### config.mk
export PLATFORM = sky130hd
export DESIGN_NAME = ext_irq_cond
export DESIGN_NICKNAME = d
export VERILOG_FILES = /design/src/rtl/ext_irq_pkg.sv /design/src/rtl/ext_irq_sync.sv /design/src/rtl/ext_irq_line.sv /design/src/rtl/ext_irq_regs.sv /design/src/rtl/ext_irq_cond.sv
export SDC_FILE = /design/constraint.sdc
export NUM_CORES = 1
export LEC_CHECK = 0
export ABC_AREA = 1
export BUFFER_PORTS_ARGS = -buffer_cell sky130_fd_sc_hd__buf_2
export CORE_MARGIN = 4
export CORE_UTILIZATION = 50
export CTS_CLUSTER_SIZE = 30
export DETAILED_ROUTE_END_ITERATION = 6
export PLACE_DENSITY = 0.73
export SETUP_SLACK_MARGIN = 0.1
export SLEW_MARGIN = 25
export SYNTH_ARGS = -nofsm -noshare
export SYNTH_HDL_FRONTEND = slang
export SYNTH_SLANG_ARGS = --single-unit
### constraint.sdc
create_clock -name clk -period 1.4 [get_ports clk]
set_clock_uncertainty 0.2 [all_clocks]
set_input_delay 0.07 -clock clk [delete_from_list [all_inputs] [get_ports clk]]
set_output_delay 0.07 -clock clk [all_outputs]
set_load 0.01 [all_outputs]
### src/rtl/ext_irq_pkg.sv
// Package: shared register selector for the external interrupt conditioner.
// Assumes a two-bit register address.
package ext_irq_pkg;
    localparam int ADDR_W = 2;

    typedef enum logic [ADDR_W-1:0] {
        REG_POL  = 2'd0,
        REG_MODE = 2'd1,
        REG_PEND = 2'd2,
        REG_STAT = 2'd3
    } reg_sel_e;
endpackage

### src/rtl/ext_irq_sync.sv
// Module: multi-stage synchronizer for a bus of independent asynchronous bits.
// Assumes each bit is unrelated to the others (no bus coherency needed)
// and STAGES >= 2.
module ext_irq_sync #(
    parameter int W      = 5,
    parameter int STAGES = 2
) (
    input  logic         clk,
    input  logic         rst_n,
    input  logic [W-1:0] d,
    output logic [W-1:0] q
);
    logic [STAGES-1:0][W-1:0] stage_q;

    // Shift the sampled input through the flip-flop chain.
    always_ff @(posedge clk) begin
        if (!rst_n) begin
            stage_q <= '0;
        end else begin
            stage_q[0] <= d;
            for (int k = 1; k < STAGES; k++) begin
                stage_q[k] <= stage_q[k-1];
            end
        end
    end

    assign q = stage_q[STAGES-1];
endmodule

### src/rtl/ext_irq_line.sv
// Module: one interrupt line after synchronisation. It normalises the
// polarity, detects edges and holds the pending bit.
// Assumes raw is already synchronous. A configuration change wins over
// a set, and a set wins over a write-one-to-clear.
module ext_irq_line (
    input  logic clk,
    input  logic rst_n,
    input  logic raw,
    input  logic pol_high,
    input  logic edge_mode,
    input  logic cfg_chg,
    input  logic w1c,
    output logic active,
    output logic pend,
    output logic req
);
    logic raw_prev;
    logic edge_hit;

    // Normalise: 1 means the line is at its programmed active level.
    assign active   = ~(raw ^ pol_high);
    // An edge is a raw transition that lands on the active level.
    assign edge_hit = active & (raw != raw_prev);

    // Remember the previous synchronised raw level.
    always_ff @(posedge clk) begin
        if (!rst_n) raw_prev <= 1'b0;
        else        raw_prev <= raw;
    end

    // Pending bit: config change clears, edge sets, then W1C clears.
    always_ff @(posedge clk) begin
        if (!rst_n)                     pend <= 1'b0;
        else if (cfg_chg)               pend <= 1'b0;
        else if (edge_mode && edge_hit) pend <= 1'b1;
        else if (w1c)                   pend <= 1'b0;
    end

    assign req = edge_mode ? pend : active;
endmodule

### src/rtl/ext_irq_regs.sv
// Module: configuration registers, change detection and read multiplexer.
// Assumes a single-cycle write strobe; read data is combinational.
module ext_irq_regs
    import ext_irq_pkg::*;
#(
    parameter int          N        = 5,
    parameter logic [N-1:0] POL_RST  = '1,
    parameter logic [N-1:0] MODE_RST = '0
) (
    input  logic              clk,
    input  logic              rst_n,
    input  logic              cfg_wr,
    input  logic [ADDR_W-1:0] cfg_addr,
    input  logic [N-1:0]      cfg_wdata,
    input  logic [N-1:0]      pend,
    input  logic [N-1:0]      ack,
    output logic [N-1:0]      pol_q,
    output logic [N-1:0]      mode_q,
    output logic [N-1:0]      cfg_chg,
    output logic [N-1:0]      w1c,
    output logic [N-1:0]      cfg_rdata
);
    reg_sel_e sel;
    logic     wr_pol;
    logic     wr_mode;

    assign sel     = reg_sel_e'(cfg_addr);
    assign wr_pol  = cfg_wr && (sel == REG_POL);
    assign wr_mode = cfg_wr && (sel == REG_MODE);

    // Store polarity and mode settings.
    always_ff @(posedge clk) begin
        if (!rst_n) begin
            pol_q  <= POL_RST;
            mode_q <= MODE_RST;
        end else begin
            if (wr_pol)  pol_q  <= cfg_wdata;
            if (wr_mode) mode_q <= cfg_wdata;
        end
    end

    // Flag lines whose configuration value actually changes on this write.
    always_comb begin
        cfg_chg = '0;
        if (wr_pol)  cfg_chg = cfg_chg | (cfg_wdata ^ pol_q);
        if (wr_mode) cfg_chg = cfg_chg | (cfg_wdata ^ mode_q);
    end

    // Write-one-to-clear request for the pending bits.
    assign w1c = (cfg_wr && (sel == REG_PEND)) ? cfg_wdata : '0;

    // Read-back multiplexer.
    always_comb begin
        unique case (sel)
            REG_POL:  cfg_rdata = pol_q;
            REG_MODE: cfg_rdata = mode_q;
            REG_PEND: cfg_rdata = pend;
            default:  cfg_rdata = ack;
        endcase
    end
endmodule

### src/rtl/ext_irq_cond.sv
// Module: top of the external interrupt input conditioner. It synchronises
// the lines, conditions each one and drives the request, acknowledge and
// wake outputs. Assumes a single clock with a synchronous active-low reset.
module ext_irq_cond
    import ext_irq_pkg::*;
#(
    parameter int NUM_LINES   = 5,
    parameter int SYNC_STAGES = 2
) (
    input  logic                 clk,
    input  logic                 rst_n,
    input  logic [NUM_LINES-1:0] irq_in,
    input  logic                 cfg_wr,
    input  logic [ADDR_W-1:0]    cfg_addr,
    input  logic [NUM_LINES-1:0] cfg_wdata,
    output logic [NUM_LINES-1:0] cfg_rdata,
    output logic [NUM_LINES-1:0] irq_req,
    output logic [NUM_LINES-1:0] irq_ack,
    output logic                 wake
);
    logic [NUM_LINES-1:0] raw_sync;
    logic [NUM_LINES-1:0] pol_q;
    logic [NUM_LINES-1:0] mode_q;
    logic [NUM_LINES-1:0] cfg_chg;
    logic [NUM_LINES-1:0] w1c;
    logic [NUM_LINES-1:0] pend;

    ext_irq_sync #(.W(NUM_LINES), .STAGES(SYNC_STAGES)) u_sync (
        .clk   (clk),
        .rst_n (rst_n),
        .d     (irq_in),
        .q     (raw_sync)
    );

    ext_irq_regs #(.N(NUM_LINES)) u_regs (
        .clk       (clk),
        .rst_n     (rst_n),
        .cfg_wr    (cfg_wr),
        .cfg_addr  (cfg_addr),
        .cfg_wdata (cfg_wdata),
        .pend      (pend),
        .ack       (irq_ack),
        .pol_q     (pol_q),
        .mode_q    (mode_q),
        .cfg_chg   (cfg_chg),
        .w1c       (w1c),
        .cfg_rdata (cfg_rdata)
    );

    // One conditioning slice per line.
    for (genvar g = 0; g < NUM_LINES; g++) begin : g_line
        ext_irq_line u_line (
            .clk       (clk),
            .rst_n     (rst_n),
            .raw       (raw_sync[g]),
            .pol_high  (pol_q[g]),
            .edge_mode (mode_q[g]),
            .cfg_chg   (cfg_chg[g]),
            .w1c       (w1c[g]),
            .active    (irq_ack[g]),
            .pend      (pend[g]),
            .req       (irq_req[g])
        );
    end

    assign wake = |irq_req;
endmodule

# After elaboration in Yosys (flattened, before gate mapping)
# Index checks and enable logic that the tools add are counted.
# word_totals
word_cells	79
ff_bits	30
output_inout_bits	16
# op_classes
n_reduce_logical	20
bitwise	19
eq_ne	7
n_mux	19
# ops
operator	count
$mux W1	15
$mux W5	3
$pmux W5 S3	1
$reduce_bool A2 Y1	5
$reduce_or A2 Y1	5
$xor A5 B5 Y5	2
$logic_and A1 B1 Y1	8
$not A1 Y1	6
$and A1 B1 Y1	5
$ne A1 B1 Y1	5
$or A5 B5 Y5	1
$reduce_or A5 Y1	1
$xor A1 B1 Y1	5
$eq A2 B1 Y1 const B	1
$eq A2 B2 Y1 const B	1
$logic_not A2 Y1	1

# Logic depth before layout (Yosys ltp)
# Gate-level depths: netlist of run 1.
# logic_depth
ltp_word	6
mapped_depth	8

# Modules after synthesis
# Synthesis of run 1 repeated with hierarchy kept, for this count alone.
# unflattened
hier_cells	264
area_unflattened_um2	1655.3
# by_module_without_submodules
mod	cells_per_inst	seq_area_each_um2	n_inst	area_per_inst_um2
ext_irq_regs	134	200.2	1	758.2
ext_irq_line	18	40.0	5	111.4
ext_irq_sync	36	200.2	1	324.1
ext_irq_cond	4	0.0	1	16.3

# Worst setup path after synthesis of run 1
# Ideal clock, no wire load.
# synth_path
kind	flip-flop to output port
start	register u_regs.mode_q[1]
end	output port wake
t_arrival_ns	0.955
path_slack_ns	0.175
stages_incl_launch_ff	7
path_cell_list	dfxtp_1 -> inv_1 -> or2_2 -> nand2_1 -> nand2_1 -> nor2_1 -> nand2_1
# synth_via
elab_chain_cells	2
# synth_lines
item	line	source
start: declaration	ext_irq_regs.sv:18	output logic [N-1:0] mode_q,
start signal: assignment	ext_irq_regs.sv:38	if (wr_mode) mode_q <= cfg_wdata;
$mux W1	ext_irq_line.sv:39	assign req = edge_mode ? pend : active;
$reduce_or A5 Y1	ext_irq_cond.sv:66	assign wake = |irq_req;
end: declaration	ext_irq_cond.sv:19	output logic wake
# Every way passes these cells.

# Worst setup path after layout of run 1
# layout_path
start	register u_regs.pol_q[2]
end	output port wake
# layout_via
elab_chain_cells	4
# layout_lines
item	line	source
start: declaration	ext_irq_regs.sv:17	output logic [N-1:0] pol_q,
start signal: assignment	ext_irq_regs.sv:37	if (wr_pol) pol_q <= cfg_wdata;
$xor A1 B1 Y1	ext_irq_line.sv:21	assign active = ~(raw ^ pol_high);
$not A1 Y1	ext_irq_line.sv:21	
$mux W1	ext_irq_line.sv:39	
$reduce_or A5 Y1	ext_irq_cond.sv:66	
# Every way passes these cells.

==> impl_results.md, run 1 <==
* # Max-Cap Violations at 0
* Fmax at 625 MHz
* Post-synthesis compound-gate area fraction at 7.69%
* Final period util at 114%
* Grt ovf at 0
* TritonCTS clock tree: done
* Worst Path Required at 1130 ps
* Chip width at 65.6 µm
* Core box area at 0.00310 mm²
* Final Hold Vio Count at 0
* P&R area growth vs syn at 49.7%
* RSZ-0062 raised after global routing: yes
* Startpoint Class: flip-flop
* Root buffer cell: clkbuf_4
* Failing checks: negative setup slack
* Share of cells above drive strength 1 at 41.5%
* Die ar. at between 0.004 and 0.005 mm²
* Total power at 2070 µW
* Post-Syn Area at around 0.0017 mm²
* Total track usage at roughly a quarter
* Kind of critical path: reg2out
* Syn nets at 281
* Vias/cell at 4.88
* Pwr per Cell Area at 833 mW/mm²
* CTS buffer count at 5
* Switching Share at 28.9%
* # IOs at 31
* Largest net degree at the start of global routing at 21
* CTS clk-pin slew, worst paths at 90 ps
* Hold Path Cell Cnt at 4
* Finish-stage setup viols at 12
* Seq/Total Area, Yosys at 36.2%
* Sequential power share at 44.0%
* Htree depth at 2
* DRC violations left at 0
* I/O Buffers at 30
* Max FO, Critical Path at 4
* Net switching power at around 600 µW
* Vias in the first global route at 1,828
* Pins Over Slew Limit at 0
* Main combinational cell family by area after synthesis: simple AND/OR/NAND/NOR gates
* R2R Path Start: u_regs.pol_q[2]
* Worst flop-to-flop path endpoint: g_line[2].u_line.pend
* Row Count at 20
* Post-layout net count at 351
* Slew of the pin with the lowest slew margin at 782 ps
* Cell taking the most area after synthesis: dfxtp_1
* Routed wire length at 4810 µm
* GP Congestion at between 0.9 and 1
* Post-synth ARST share at 0%
* Status: finished, violations left
* Yosys top cell area share at 36.2%
* Area contributors post-synth: dfxtp_1, nand2_1, inv_1, nand3_1, buf_4
* Yosys cell types at 20
* Clk pwr share at 31.2%
* Worst slew margin at around 48%
* HP Class: in2reg
* Comb pwr share at 24.9%
* N_diodes at 0
* Critical Path Sink Type: output port
* EDFF count, synth at 0
* Syn_area_per_cell at approximately 6.2 µm²
* Setup slack after layout at -199 ps
* Fraction of the mapped netlist area in simple logic gates at 34.9%
* Final Util at 80.1%
* Post-Synth XOR/XNOR Area at ~2.6%
* R2R cell count at 10
* DRT iter0 DRCs at 137
* Initial antenna violation count at 0
* Main flop type after synthesis: dfxtp_1
* Die height at roughly 66 µm
* Critical Path AT at 1330 ps
* YS warnings at 0
* Vias at 1,860
* R2R setup slack at -50 ps
* Synthesized instance count at 266
* First-pass GRT wire length at 7800 µm
* Antenna Nets Post-Route at 0
* Clock Path Buffers at 2
* P_leak at between 0.001 and 0.0015 µW
* Synthesized flop and latch total at 30
* DR WL/cell at 12.6 µm
* Worst Hold Path EP: u_regs.mode_q[2]
* VDD IR max at 0.565 mV
* Mux contribution to synthesized area at 0%
* Min cycle time layout at 1600 ps
* Clk_lat worst skew at 330 ps
* Hold Startpoint: cfg_wr
* Post-DP HPWL at 2510 µm
* Starting density of the core at 53.5%
* # clock sinks at 30
* Adder-cell share of the synthesized area at 0%
* First-pass DRT Iterations at 4
* Int Pwr at 1470 µW
* Hold slack at 37.4 ps
[power groups by stage]
stage | registers, µW | clock network [µW] | logic, µW
5_1_grt | 916 | 700 | 567
2_1_floorplan | 929 | 0 | 245
3_5_place_dp | 933 | 0 | 338
4_1_cts | 910 | 654 | 471
3_3_place_gp | 932 | 0 | 335
6_report | 910 | 645 | 515
[cells in the mapped netlist, types with 2 or more instances]
cell	instances
or2_2	4
xor2_1	5
inv_1	55
nor2_1	8
buf_4	10
nor2_2	2
nand3_1	18
a21oi_1	5
nand2_1	106
o211ai_1	5
o21ai_1	5
dfxtp_1	30
o2111ai_1	4
clkbuf_1	3
[worst max-delay path: stages (launching register included)]
cell     delay [ps]
dfxtp_4         370
nand2_4          70
inv_2            30
nor2_2          100
nand2_1          70
nand2_2          80
nand2_2          50
inv_2            40
nand2_1          40
buf_2           130
[metal layers]
| layer | up-vias | routed length, µm | global-route usage (%) |
|---|---|---|---|
| met2 | 71 | 2440 | 41.6 |
| met4 | 0 | 61 | 11.9 |
| li1 | 932 | - | - |
| met3 | 6 | 292 | 4.96 |
| met5 | - | 0 | 0 |
| met1 | 851 | 2010 | 26.9 |
[flip-flops by register name (all words and copies together) (netlist names)]
register,cells
g_line.u_line.raw_prev,5
u_sync.stage_q,5
u_regs.mode_q,5
u_sync.q,5
g_line.u_line.pend,5
u_regs.pol_q,5
[area by class of cell]
type                    instances  area, µm²
inverters                      55        206
multi-input cells             166        890
well taps                      44       55.1
clock buffers                   8       78.8
fillers                       211        618
flip-flops and latches         30        637
repair buffers                 78        618
[cell usage in the layout, fill, tap and decap left out, types with 3 or more instances in the layout]
master         count
nand2_1           79
inv_1             42
buf_2             26
nand2_2           25
buf_4             23
dlygate4sd3_1     17
dfxtp_1           15
inv_2             13
nand3_1           13
buf_6             10
dfxtp_2            8
nor2_1             7
dfxtp_4            7
nand3_2            5
o21ai_1            5
a21oi_1            5
o211ai_1           5
xor2_1             5
clkbuf_4           5
or2_4              4
nor2_2             3
o2111ai_2          3
nand2_4            3
clkbuf_8           3
[metrics by stage]
| step | setup TNS (ps) | std cells | cell area (µm²) | setup slack [ps] |
|---|---|---|---|---|
| 2_1_floorplan | 0 | 266 | 1660 | 175 |
| 4_1_cts | -3180 | 384 | 2420 | -191 |
| 3_5_place_dp | 0 | 333 | 1840 | 57.5 |
| 3_3_place_gp | 0 | 333 | 1840 | 75.2 |
| 5_1_grt | -2180 | 381 | 2480 | -297 |
| 6_report | -1080 | 381 | 2480 | -199 |
[kinds of logic after synthesis]
logic type             Yosys count
buffers and inverters           70
AO/OA/AOI/OAI                   20
AND/OR/NAND/NOR                141
XOR/XNOR                         5
flip-flops                      30
[worst max path at each step]
stage                      from  endpoint  cells past startpoint
6_report        u_regs.pol_q[2]      wake                      9
5_1_grt         u_regs.pol_q[0]      wake                      8
4_1_cts        u_regs.mode_q[1]      wake                      7
3_5_place_dp   u_regs.mode_q[1]      wake                      7
3_3_place_gp   u_regs.mode_q[1]      wake                      7
2_1_floorplan  u_regs.mode_q[1]      wake                      6
[repair_timing]
item,CTS,global route
gates resized for setup,57,33
setup endpoints to repair,16,42
pin swaps,12,15
endpoints found under the hold margin,30,6
buffers inserted,20,4
hold buffers,23,1
(Power assumes the default switching activity.)
==> run 2, diff against run 1 <==
- CORE_UTILIZATION: 50 -> 49
- PLACE_DENSITY: 0.73 -> 0.75
- clock period: 1.4 -> 1.35 ns (I/O delays scaled with it)
==> run 2 against run 1 <==
  * The run ends with negative hold slack, negative setup slack left
  * Wire length decreased by 9.2%
  * Clock power increased by 10%
  * Cell area decreased by 0.86%
  * First-iteration DRC count decreased by 12%
  * Non-clock buffer count decreased by 6
  * Critical path type unchanged
  * Critical endpoint unchanged
  * Largest cell class unchanged
  * Largest power group unchanged
  * Highest routed layer unchanged
==> impl_results.md, run 2 (synthesis gave the netlist of run 1 again) <==
* Final Util at 78.1% (-1.9 points)
* Startpoint Class: flip-flop
* RSZ-0062 raised after global routing: yes
* GP Congestion at 0.864 (-4.7%)
* DRC violations left at 0 (unchanged)
* Sequential power share at 43.0% (-1.0 points)
* Vias/cell at 4.77 (-2.3%)
* Setup slack after layout at -268 ps (-68.7 ps)
* Critical-path cell list: nand2_4 -> inv_4 -> nor2_4 -> nand2_2 -> nand2_2 -> nand2_2 -> inv_1 -> nand2_1 -> buf_2
* Core box area at 0.00315 mm² (+1.6%)
* Pins Over Slew Limit at 0 (unchanged)
* Share of cells above drive strength 1 at 42.3% (+0.75 points)
* Most frequent cells in the layout: nand2_1, inv_1, buf_2
* Starting density of the core at 52.7% (-0.85 points)
* Critical Path AT at 1350 ps (+20 ps)
* Grt ovf at 0 (unchanged)
* Pwr per Cell Area at 894 mW/mm² (+7.3%)
* TNS Setup at -1970 ps (-890 ps)
* Row Count at 20 (unchanged)
* Vias at 1,788 (-3.9%)
* First-pass DRT Iterations at 4 (unchanged)
* Total track usage at 21.7% (-2.1 points)
* CP top delay family: simple AND/OR/NAND/NOR gates
* TritonCTS clock tree: done
* N_diodes at 0 (unchanged)
* Max FO, Critical Path at 4 (unchanged)
* Min cycle time layout at 1620 ps
* Initial antenna violation count at 0 (unchanged)
* Worst slew margin at 74.4% (+27 points)
* Int Pwr at 1570 µW (+6.6%)
* Status: finished, violations left
* CTS buffer count at 5 (unchanged)
* Slew of the pin with the lowest slew margin at 384 ps (-398 ps)
* Critical path's largest stage delay at 370 ps (about the same)
* # Max-Cap Violations at 0 (unchanged)
* Fmax at approximately 620 MHz
* Comb pwr share at 24.7% (-0.2 points)
* Leading cell type in the layout, fill and taps excluded: nand2_1
* Antenna Nets Post-Route at 0 (unchanged)
* P_leak at 0.00136 µW (-0.74%)
* P&R area growth vs syn at 48.4%
* Die ar. at 0.00438 mm² (+1.8%)
* Routed wire length at 4360 µm (-9.2%)
* Clk_lat worst skew at 340 ps (about the same)
* DRT iter0 DRCs at 121 (-12%)
* Clk pwr share at 32.3% (+1.1 points)
* Hold slack at -19.3 ps (-56.7 ps)
* Die height at 66.2 µm (+0.89%)
* Chip width at 66.2 µm (+0.89%)
* Final period util at 120%
* Crit path top cell by count: nand2_2
* CTS clk-pin slew, worst paths at 90 ps (about the same)
* HP Class: in2reg
* Switching Share at 28.8% (-0.10 points)
* # IOs at 31 (unchanged)
* # clock sinks at 30 (unchanged)
* Failing checks: negative hold slack, negative setup slack
* First-pass GRT wire length at 7090 µm (-9.1%)
* Post-layout net count at 345 (-1.7%)
* Worst Path Required at 1080 ps (-50 ps)
* I/O Buffers at 30 (unchanged)
* CP Buf/Inv Count at 3 (unchanged)
* DR WL/cell at 11.6 µm (-7.8%)
* Kind of critical path: reg2out
* Net switching power at 635 µW (+6.0%)
* VDD IR max at 0.730 mV (+29%)
* Final Hold Vio Count at 1 (+1)
* Critical Path Sink Type: output port
* Clock Path Buffers at 2 (unchanged)
* Largest net degree at the start of global routing at 19 (-9.5%)
* Critical-path top delay cell: dfxtp_4
* Finish-stage setup viols at 15 (+3)
* Vias in the first global route at 1,711 (-6.4%)
* Htree depth at 2 (unchanged)
* Post-DP HPWL at 2730 µm (+8.6%)
* Root buffer cell: clkbuf_4
## run 2: cell count changes in the layout (fill, tap and decap cells not counted), moves of 2 or more
cell / delta
buf_2: -2
buf_4: -4
buf_6: +5
clkbuf_8: -3
clkinv_2: +2
dfxtp_2: +3
dfxtp_4: -3
dlygate4sd3_1: -5
nand2_2: -3
nand2_4: +2
nand3_1: +2
nand3_2: -2
## run 2: per-layer routing
metal / up-vias / global-route usage (%) / routed length (µm)
met5: - / 0 / 0
met4: 0 / 10.2 / 114
met3: 13 / 5.78 / 255
met2: 47 / 39.8 / 2240
met1: 808 / 22.5 / 1760
li1: 920 / - / -
## run 2: layout make-up
| class | instances | area [µm²] |
|---|---|---|
| inverters | 55 | 209 |
| flip-flops and latches | 30 | 629 |
| clock inverters | 3 | 40.0 |
| clock buffers | 5 | 37.5 |
| multi-input cells | 166 | 901 |
| repair buffers | 72 | 592 |
| fillers | 216 | 689 |
| well taps | 44 | 55.1 |
## run 2: final timing paths
kind / startpoint / to / slack [ps] / cells past startpoint
min: cfg_wr / u_regs.mode_q[3] / -20 / 5
max: u_sync.q[2] / wake / -270 / 9
max reg2reg: u_regs.pol_q[2] / g_line[2].u_line.pend / 100 / 6
min reg2reg: u_sync.stage_q[0] / u_sync.q[0] / 210 / 2
## run 2: timing repair
item                                    4_1_cts  5_1_grt
cloned                                        0        0
pin swaps                                    12       17
hold buffers                                 12        1
setup buffers                                15        4
endpoints found under the setup margin       16       26
resized for setup                            63       31
hold endpoints to repair                     25        1
## run 2: tightest hold or removal path: cells and delay by family
| kind | cells | cell delay, ps |
|---|---|---|
| compound gates | 2 | 170 |
| buf+inv | 2 | 200 |
| simple gates | 1 | 50 |
## run 2: stage by stage
stage | total power (µW) | instance area [µm²] | setup WS, ps | cells | hold WS [ps]
2_1_floorplan | 1220 | 1660 | 127 | 266 | -34.9
3_3_place_gp | 1330 | 1900 | 49.2 | 341 | 47.1
3_5_place_dp | 1340 | 1900 | 39.1 | 341 | 56.5
4_1_cts | 2160 | 2360 | -273 | 376 | 12.8
5_1_grt | 2320 | 2460 | -358 | 375 | 9.18
6_report | 2200 | 2460 | -268 | 375 | -19.3
## run 2: power groups by stage
stage	clock [µW]	combinational [µW]	sequential, µW
after global routing	766	599	952
after global placement	0	369	962
after CTS	722	494	947
after floorplan	0	254	963
final	712	544	947
after detailed placement	0	374	964
